===== src/rtl/nib_alu_pkg.sv =====
package nib_alu_pkg;

   typedef enum logic [4:0] {
      OP_ADD  = 5'd0,
      OP_ADC  = 5'd1,
      OP_SUB  = 5'd2,
      OP_SBC  = 5'd3,
      OP_AND  = 5'd4,
      OP_OR   = 5'd5,
      OP_XOR  = 5'd6,
      OP_CMP  = 5'd7,
      OP_TST  = 5'd8,
      OP_INV  = 5'd9,
      OP_RRC  = 5'd10,
      OP_SETC = 5'd16,
      OP_CLRC = 5'd17,
      OP_SETZ = 5'd18,
      OP_CLRZ = 5'd19,
      OP_SETD = 5'd20,
      OP_CLRD = 5'd21,
      OP_SETI = 5'd22,
      OP_CLRI = 5'd23
   } alu_op_e;

   localparam int NUM_FLAGS = 4;
   localparam int FL_C = 0;
   localparam int FL_Z = 1;
   localparam int FL_D = 2;
   localparam int FL_I = 3;

   function automatic logic op_is_arith(input logic [4:0] op);
      return (op == OP_ADD) || (op == OP_ADC) || (op == OP_SUB) ||
             (op == OP_SBC) || (op == OP_CMP);
   endfunction

   function automatic logic op_is_logic(input logic [4:0] op);
      return (op == OP_AND) || (op == OP_OR) || (op == OP_XOR) ||
             (op == OP_TST) || (op == OP_INV) || (op == OP_RRC);
   endfunction

   function automatic logic op_writes(input logic [4:0] op);
      return op_is_arith(op) && (op != OP_CMP) ||
             op_is_logic(op) && (op != OP_TST);
   endfunction

   function automatic logic op_is_flagop(input logic [4:0] op);
      return op[4:3] == 2'b10;
   endfunction

endpackage


===== src/rtl/nib_arith.sv =====
module nib_arith #(
   parameter int DATA_W = 4,
   parameter bit DEC_EN = 1'b1
) (
   input  logic [DATA_W-1:0] a,
   input  logic [DATA_W-1:0] b,
   input  logic              cin,
   input  logic              sub,
   input  logic              dec,
   output logic [DATA_W-1:0] res,
   output logic              cout
);
   localparam int XW = DATA_W + 1;
   localparam logic [XW-1:0] DEC_MAX = XW'(9);
   localparam logic [XW-1:0] DEC_ADJ = XW'(6);

   logic [XW-1:0] raw;

   always_comb begin
      if (sub) raw = {1'b0, a} - {1'b0, b} - XW'(cin);
      else     raw = {1'b0, a} + {1'b0, b} + XW'(cin);
   end

   generate
      if (DEC_EN) begin : g_dec
         if (DATA_W != 4) begin : g_bad_width
            $error("decimal correction needs a 4-bit datapath");
         end
         logic [XW-1:0] adj;
         always_comb begin
            adj  = raw;
            cout = raw[DATA_W];
            if (dec) begin
               if (sub) begin
                  if (raw[DATA_W]) adj = raw - DEC_ADJ;
               end else begin
                  cout = (raw > DEC_MAX);
                  if (raw > DEC_MAX) adj = raw + DEC_ADJ;
               end
            end
            res = adj[DATA_W-1:0];
         end
      end else begin : g_bin
         logic dec_unused;
         assign dec_unused = dec;
         assign res  = raw[DATA_W-1:0];
         assign cout = raw[DATA_W];
      end
   endgenerate

endmodule


===== src/rtl/nib_logic.sv =====
module nib_logic
   import nib_alu_pkg::*;
#(
   parameter int DATA_W = 4
) (
   input  logic [4:0]        op,
   input  logic [DATA_W-1:0] a,
   input  logic [DATA_W-1:0] b,
   input  logic              cin,
   output logic [DATA_W-1:0] res,
   output logic              cout
);
   always_comb begin
      res  = '0;
      cout = cin;
      case (op)
         OP_AND, OP_TST: res = a & b;
         OP_OR:          res = a | b;
         OP_XOR:         res = a ^ b;
         OP_INV:         res = ~a;
         OP_RRC: begin
            res  = {cin, a[DATA_W-1:1]};
            cout = a[0];
         end
         default: res = '0;
      endcase
   end
endmodule


===== src/rtl/nib_flags.sv =====
module nib_flags #(
   parameter int NFLAG = 4
) (
   input  logic             clk,
   input  logic             rst_n,
   input  logic [NFLAG-1:0] we,
   input  logic [NFLAG-1:0] d,
   output logic [NFLAG-1:0] q
);
   generate
      for (genvar i = 0; i < NFLAG; i++) begin : g_fl
         always_ff @(posedge clk) begin
            if (!rst_n)     q[i] <= 1'b0;
            else if (we[i]) q[i] <= d[i];
         end
      end
   endgenerate
endmodule


===== src/rtl/nib_alu_core.sv =====
module nib_alu_core
   import nib_alu_pkg::*;
#(
   parameter int DATA_W = 4,
   parameter bit DEC_EN = 1'b1
) (
   input  logic              clk,
   input  logic              rst_n,
   input  logic              op_valid,
   input  logic [4:0]        op_code,
   input  logic [DATA_W-1:0] a_in,
   input  logic [DATA_W-1:0] b_in,
   output logic [DATA_W-1:0] res_out,
   output logic              wr_en,
   output logic              carry_o,
   output logic              zero_o,
   output logic              dec_o,
   output logic              ie_o
);
   localparam int FIDX_W = $clog2(NUM_FLAGS);

   logic [NUM_FLAGS-1:0] fl_q, fl_we, fl_d;
   logic [DATA_W-1:0]    ar_res, lg_res;
   logic                 ar_cout, lg_cout;
   logic                 ar_sub, ar_cin, ar_dec;
   logic [FIDX_W-1:0]    fidx;

   always_comb begin
      ar_sub = (op_code == OP_SUB) || (op_code == OP_SBC) || (op_code == OP_CMP);
      ar_cin = ((op_code == OP_ADC) || (op_code == OP_SBC)) ? fl_q[FL_C] : 1'b0;
      ar_dec = fl_q[FL_D] && (op_code != OP_CMP);
   end

   nib_arith #(.DATA_W(DATA_W), .DEC_EN(DEC_EN)) u_arith (
      .a(a_in), .b(b_in), .cin(ar_cin), .sub(ar_sub), .dec(ar_dec),
      .res(ar_res), .cout(ar_cout)
   );

   nib_logic #(.DATA_W(DATA_W)) u_logic (
      .op(op_code), .a(a_in), .b(b_in), .cin(fl_q[FL_C]),
      .res(lg_res), .cout(lg_cout)
   );

   assign res_out = op_is_arith(op_code) ? ar_res : lg_res;
   assign wr_en   = op_valid && op_writes(op_code);
   assign fidx    = op_code[FIDX_W:1];

   always_comb begin
      fl_we = '0;
      fl_d  = '0;
      if (op_valid) begin
         if (op_is_arith(op_code)) begin
            fl_we[FL_C] = 1'b1;  fl_d[FL_C] = ar_cout;
            fl_we[FL_Z] = 1'b1;  fl_d[FL_Z] = (ar_res == '0);
         end else if (op_is_logic(op_code)) begin
            fl_we[FL_C] = 1'b1;  fl_d[FL_C] = lg_cout;
            fl_we[FL_Z] = 1'b1;  fl_d[FL_Z] = (lg_res == '0);
         end else if (op_is_flagop(op_code)) begin
            fl_we[fidx] = 1'b1;
            fl_d[fidx]  = ~op_code[0];
         end
      end
   end

   nib_flags #(.NFLAG(NUM_FLAGS)) u_flags (
      .clk(clk), .rst_n(rst_n), .we(fl_we), .d(fl_d), .q(fl_q)
   );

   assign carry_o = fl_q[FL_C];
   assign zero_o  = fl_q[FL_Z];
   assign dec_o   = fl_q[FL_D];
   assign ie_o    = fl_q[FL_I];

   // logical operations keep the carry flag
   p_logic_carry_r6: assert property (@(posedge clk) disable iff (!rst_n)
      op_valid && (op_code inside {OP_AND, OP_OR, OP_XOR, OP_INV})
      |=> carry_o == $past(carry_o));

   // the zero test keeps the carry flag
   p_tst_carry_r8: assert property (@(posedge clk) disable iff (!rst_n)
      op_valid && op_code == OP_TST |=> carry_o == $past(carry_o));

   // the rotate moves bit 0 into carry
   p_rrc_carry_r9: assert property (@(posedge clk) disable iff (!rst_n)
      op_valid && op_code == OP_RRC |=> carry_o == $past(a_in[0]));

   // the zero flag follows a written result
   p_zero_follows_r12: assert property (@(posedge clk) disable iff (!rst_n)
      wr_en |=> zero_o == ($past(res_out) == '0));

   // decimal addition of valid digits stays a valid digit
   p_bcd_digit_r4: assert property (@(posedge clk) disable iff (!rst_n)
      op_valid && dec_o && (op_code inside {OP_ADD, OP_ADC}) &&
      (a_in <= DATA_W'(9)) && (b_in <= DATA_W'(9))
      |-> res_out <= DATA_W'(9));

   // no flag moves while idle
   p_idle_hold_r11: assert property (@(posedge clk) disable iff (!rst_n)
      !op_valid |=> $stable(carry_o) && $stable(zero_o) &&
                    $stable(dec_o) && $stable(ie_o));

endmodule


===== config.mk =====
export PLATFORM = sky130hd
export DESIGN_NAME = nib_alu_core
export DESIGN_NICKNAME = d
export VERILOG_FILES = /design/src/rtl/nib_alu_pkg.sv /design/src/rtl/nib_arith.sv /design/src/rtl/nib_logic.sv /design/src/rtl/nib_flags.sv /design/src/rtl/nib_alu_core.sv
export SDC_FILE = /design/constraint.sdc
export NUM_CORES = 1
export LEC_CHECK = 0
export BUFFER_PORTS_ARGS = -buffer_cell sky130_fd_sc_hd__buf_2
export CORE_MARGIN = 4
export CORE_UTILIZATION = 35
export DETAILED_ROUTE_END_ITERATION = 8
export GPL_TIMING_DRIVEN = 0
export PLACE_DENSITY = 0.59
export REMOVE_ABC_BUFFERS = 1
export SLEW_MARGIN = 30
export SYNTH_ARGS = -nofsm -noshare
export SYNTH_HDL_FRONTEND = slang
export SYNTH_SLANG_ARGS = --single-unit
export TNS_END_PERCENT = 50

===== constraint.sdc =====
create_clock -name clk -period 4.15 [get_ports clk]
set_input_delay 0.2075 -clock clk [delete_from_list [all_inputs] [get_ports clk]]
set_output_delay 0.2075 -clock clk [all_outputs]
set_load 0.005 [all_outputs]

Word level (Yosys, flattened, before mapping)
Cells that the tools add are included.
W data, S select, Z words.
{ "totals": {"regBits": 4, "input_bits": 16, "out_inout_bits": 9, "word_cells": 81} }
{ "op_classes": {"n_addsub": 6, "n_lt_le_gt_ge": 3, "n_eq_ne": 14, "muxes": 25, "bitwise_logic": 6, "reduce_logical": 23} }
{ "op_table": {"columns": ["operator", "n"], "rows": [
  ["$mux W4", 9],
  ["$eq A5 B3 Y1 const B", 4],
  ["$pmux W4 S5", 1],
  ["$mux W2", 8],
  ["$eq A5 B4 Y1 const B", 3],
  ["$logic_or A1 B1 Y1", 13],
  ["$eq A5 B2 Y1 const B", 2],
  ["$and A4 B4 Y4", 2],
  ["$logic_not A4 Y1", 2],
  ["$add A4 B4 Y5", 1],
  ["$add A5 B1 Y5", 1],
  ["$eq A5 B1 Y1 const B", 1],
  ["$gt A5 B4 Y1 const B", 1],
  ["$logic_and A1 B1 Y1", 5],
  ["$logic_not A5 Y1", 1],
  ["$mux W1", 5],
  ["$mux W5", 1],
  ["$ne A5 B3 Y1 const B", 1],
  ["$ne A5 B4 Y1 const B", 1],
  ["$sub A4 B4 Y5", 1],
  ["$sub A5 B1 Y5", 1],
  ["$add A4 B3 Y4 const B", 1],
  ["$ne A4 B4 Y1 const B", 1],
  ["$not A4 Y4", 1],
  ["10 further kinds", 10]
]} }

Longest topological paths before layout
{ "depth": {"depth_word": 12, "mapped_depth": 19, "depth_no_buf": 18} }

Hierarchy
Synthesis repeated with hierarchy kept, for this count alone.
{ "unflattened": {"cells_unflattened": 199, "hier_area_um2": 1592.8} }
{ "by_module_without_submodules": {"columns": ["mod", "instances", "cells_each", "area_per_inst_um2", "seq_area_each_um2"], "rows": [
  ["nib_arith", 1, 79, 689.4, 0.0],
  ["nib_logic", 1, 56, 415.4, 0.0],
  ["nib_alu_core", 1, 52, 342.8, 0.0],
  ["nib_flags", 1, 12, 145.1, 80.1]
]} }

Least setup slack after synthesis
No wires, ideal clock.
{ "synth_timing": {"path_type": "input to output", "start": "input port op_code[4]", "end": "output port res_out[1]", "arrival_time_ns": 3.796, "required_ns": 3.943, "slack_ns": 0.147, "cell_stages": 17, "n_path_buf": 1, "cell_sequence": "clkbuf_1 inv_1 nand4_1 inv_1 fa_1 inv_1 ha_1 nor2_1 fa_1 mux2i_4 inv_1 ha_1 o211ai_1 o31ai_4 or2_2 o311ai_1 mux2_2"} }
{ "synth_via": {"elab_chain_len": 10, "elab_cells_between_ends": 34, "classes_between": "add/sub (4); order compare (1); eq/ne (11); mux (8); reduce/logical (10)"} }
{ "synth_lines": {"columns": ["item", "line_no", "text"], "rows": [
  ["from (decl)", "nib_alu_core.sv:10", "input logic [4:0] op_code,"],
  ["$eq A5 B1 Y1 / $eq A5 B2 Y1 (equally long branches)", null, null],
  ["$logic_or A1 B1 Y1", "nib_alu_core.sv:30", "ar_cin = ((op_code == OP_ADC) || (op_code == OP_SBC)) ? fl_q[FL_C] : 1'b0;"],
  ["$mux W1", "nib_alu_core.sv:30", null],
  ["$add A5 B1 Y5 / $sub A5 B1 Y5 (equally long branches)", "nib_arith.sv:21, nib_arith.sv:20", null],
  ["$mux W5", "nib_arith.sv:20", "if (sub) raw = {1'b0, a} - {1'b0, b} - XW'(cin);"],
  ["$add A4 B3 Y4, or another cell as far along", "nib_arith.sv:38", "if (raw > DEC_MAX) adj = raw + DEC_ADJ;"],
  ["$mux W4 (on tied branches)", "nib_arith.sv:38, nib_arith.sv:35", null],
  ["$mux W4", "nib_arith.sv:34", "if (sub) begin"],
  ["$mux W4", "nib_arith.sv:33", "if (dec) begin"],
  ["$mux W4 (*)", "nib_alu_core.sv:44", "assign res_out = op_is_arith(op_code) ? ar_res : lg_res;"],
  ["to (decl)", "nib_alu_core.sv:13", "output logic [DATA_W-1:0] res_out,"]
]} }
Mark *: on every way between the ends. The rest lies on a longest branch, timed or not.

Final worst setup path
{ "layout_timing": {"start": "register u_flags.q[0]", "end": "output port res_out[2]"} }
{ "layout_via": {"elab_chain_len": 8, "elab_cells_between_ends": 12, "classes_between": "add/sub (4); order compare (1); mux (7)"} }
{ "layout_lines": {"columns": ["item", "line_no", "text"], "rows": [
  ["from (decl)", "nib_flags.sv:8", "output logic [NFLAG-1:0] q"],
  ["from (signal, indexed assignment)", "nib_flags.sv:14", "else if (we[i]) q[i] <= d[i];"],
  ["$mux W1 (*)", "nib_alu_core.sv:30", null],
  ["$add A5 B1 Y5 / $sub A5 B1 Y5 (equally long branches)", "nib_arith.sv:21, nib_arith.sv:20", null],
  ["$mux W5 (*)", "nib_arith.sv:20", null],
  ["$add A4 B3 Y4, or another cell as far along", "nib_arith.sv:38", null],
  ["$mux W4 (on tied branches)", "nib_arith.sv:38, nib_arith.sv:35", null],
  ["$mux W4", "nib_arith.sv:34", null],
  ["$mux W4 (*)", "nib_arith.sv:33", null],
  ["$mux W4 (*)", "nib_alu_core.sv:44", null]
]} }
Marked as above.

==> out/qor.csv <==
metric,value,unit
crit_chain,"nand4_1, inv_2, fa_2, inv_2, ha_4, nor2_2, fa_2, mux2i_4, inv_1, ha_4, nand2_1, o211ai_1, o31ai_4, or2_4, a211o_1, o21a_1, buf_2",
power_frac_comb,0.644,
worstMarginPinSlew,0.8021,ns
fmax,247.0,MHz
vias,1450,
hold_class,input port to flop,
dieArea,4887,um^2
p_per_area,199.8,nW/um^2
required,3.94,ns
clock_skew,0.002746,ns
antenna_left,0,
grt_pass1_vias,1278,
slew_viol_final,0,
regToRegSetupSlack,0.34,ns
min_period,4.048,ns
antenna_found_initial,0,
yosysSeqAreaShare,0.05970,
die_x,69.91,um
largestRegisters,u_flags.q x4,
avgSynthCellArea,7.709,um^2
final_common_cell,buf_2,
clock_path_buffers,2,
reg2regPathDepth,17,
largest_reg_flops,4,
area_delta_synth_final,28.26,%
finalSetupViolCount,0,
peakVddDrop,153.5,uV
crit_path_end,res_out[2],
outcome,finished clean,
cp-startpoint,u_flags.q[0],
cts_tree,yes,
clkPwrFrac,0.239,
initial_core_util,0.3636,
fin_crit_sh,0.9754,
relSlewSlack,0.4639,
cts_sinks,4,
wl,3.786,mm
route.detailed.drc,0,
synthDistinctLibCells,55,
regMostFlops,u_flags.q,
place.gp.congestion,0.8302,
postSynth.asyncResetShare,0,
nets,242,
fillers,403,
hold_viol,0,
io_pins,25,
p_leak,0.7206,nW
p_sw,144.4,uW
slowest_delay,0.55,ns
worst_setup_path_end_kind,output pin,
total_power,343.7,uW
busiest_layer,met2,
crit_type,flop to output pin,
yosysWarnings,0,
cts_buffers,3,
instances_no_fill,251,
cts_root_buf,clkbuf_8,
ys.flop_type,dfxtp_1,
seqPwrFrac,0.117,
slowest_stage,fa_2,
htreeDepth,1,
crit_fanout,4,
post_drt_wl_per_cell,15.08,um
core_area,3689,um^2
p_int,199.2,uW
vias_per_cell,5.777,
grt_pass1_wl,5.761,mm
grt_max_degree,17,
start_kind,flop,
syn_area,1341,um^2
dp_cells,239,
drive_gt1_frac,0.3054,
pre_cts_slack,-0.3353,ns
rsz0062_at_grt,yes,
final_util,0.4664,
use_met3,0.01295,
setup_tns,0,ns
synthCells,174,
n_antenna_cell,0,
grtUsageMet1,0.1860,
r2r_end,u_flags.q[1],
p_sw_frac,0.4202,
globalRouteOverflowTotal,0,
met2_usage,0.2413,
port_buffers,24,
crit_arrival,3.84,ns
die_h,69.91,um
row_count,22,
clock_latency,0.22,ns
cap_violations,0,
layout_common_cells,"buf_2 (22), inv_1 (16), ha_1 (12)",
clk_pin_slew,0.03,ns
r2r-start,u_flags.q[0],
drt_iter0_drc,68,
synth_edf_count,0,
dp_hpwl,2.853,mm
ys_seq_elements,4,
drt_first_pass_iters,4,
grt.total_usage,0.1403,
worst_slack,0.1020,ns
-- layer usage --
layer / up-vias / share of wire
li1: 719 / -
met1: 698 / 0.46
met2: 29 / 0.50
met3: 4 / 0.033
met4: 0 / 0.0063
met5: - / 0
-- worst min path at each step --
stage	start	endpoint	slack, ns	cells after the start
final	rst_n	u_flags.q[0]	0.24	3
after global routing	rst_n	u_flags.q[0]	0.29	3
after CTS	rst_n	u_flags.q[0]	0.24	3
after detailed placement	rst_n	u_flags.q[0]	0.47	3
after global placement	rst_n	u_flags.q[0]	0.45	3
after floorplan	op_code[0]	u_flags.q[2]	0.30	1
-- power groups by stage --
stage          Sequential (mW)  Combinational [mW]  Clock (mW)
5_1_grt                 0.0403               0.244      0.0879
6_report                0.0402               0.221      0.0823
3_5_place_dp            0.0411               0.172           0
3_3_place_gp            0.0411               0.172           0
2_1_floorplan           0.0410               0.120           0
4_1_cts                 0.0406               0.191      0.0843
-- worst max-delay path, delay by kind of cell, from the launching register on --
kind,cells,cell delay (ns)
AOI/OAI and AO/OA,4,0.85
DFF,1,0.35
adders and majority gates,4,1.33
and+or+nand+nor,4,0.49
muxes,1,0.07
buffers and inverters,4,0.50
-- logic make-up (layout without fill, tap and decap cells) --
logic type | Yosys count | in the layout | synth area share
AOI/OAI and AO/OA | 59 | 59 | 0.3396
xor gates and xnor gates | 3 | 3 | 0.01959
adders and majority gates | 21 | 21 | 0.2183
buffers and inverters | 27 | 56 | 0.08302
DFF | 4 | 4 | 0.05970
muxes | 6 | 6 | 0.05597
and+or+nand+nor | 54 | 54 | 0.2239
-- per-stage QoR --
stage / hold slack (ns) / instance area (um^2)
after floorplan: 0.3031 / 1305
after detailed placement: 0.4665 / 1485
after global routing: 0.2916 / 1720
after global placement: 0.4522 / 1485
final: 0.2434 / 1720
after CTS: 0.2410 / 1590
-- what timing repair did --
action	CTS	global route
setup buffers	4	5
pin swaps	2	10
setup endpoints to repair	2	3
gates resized for setup	10	20
hold buffers	0	0
-- cell type report --
class                      instances  area, um^2  area share
clock buffer                       3       41.29     0.02400
inverter                          20       80.08     0.04655
sequential                         4       83.83     0.04873
tap                               48       60.06     0.03491
timing repair buffer              33       192.7      0.1120
multi-input combinational        143        1262      0.7338
-- Yosys cell counts, drive strengths merged, types with 2 or more instances --
library cell | number | area [um^2]
a32oi | 2 | 17.52
nor3 | 8 | 45.04
nor2b | 3 | 18.77
nand2b | 5 | 31.28
o21a | 4 | 30.03
a41oi | 2 | 17.52
mux2i | 4 | 52.55
dfxtp | 4 | 80.08
nor2 | 11 | 41.29
a21oi | 8 | 40.04
a2111oi | 2 | 18.77
o31ai | 3 | 36.28
o211ai | 5 | 37.54
nand4 | 3 | 18.77
ha | 17 | 212.7
buf | 3 | 21.27
fa | 4 | 80.08
and2 | 3 | 18.77
nand3 | 2 | 10.01
a211oi | 4 | 30.03
o21ai | 7 | 35.03
nand2 | 10 | 37.54
inv | 20 | 75.07
mux2 | 2 | 22.52
nor3b | 2 | 26.28
o22ai | 5 | 31.28
xor2 | 2 | 17.52
a222oi | 3 | 30.03
o32ai | 2 | 25.03
clkbuf | 4 | 15.01
a22o | 3 | 26.28
No activity file was read; power rests on OpenSTA's default activity.
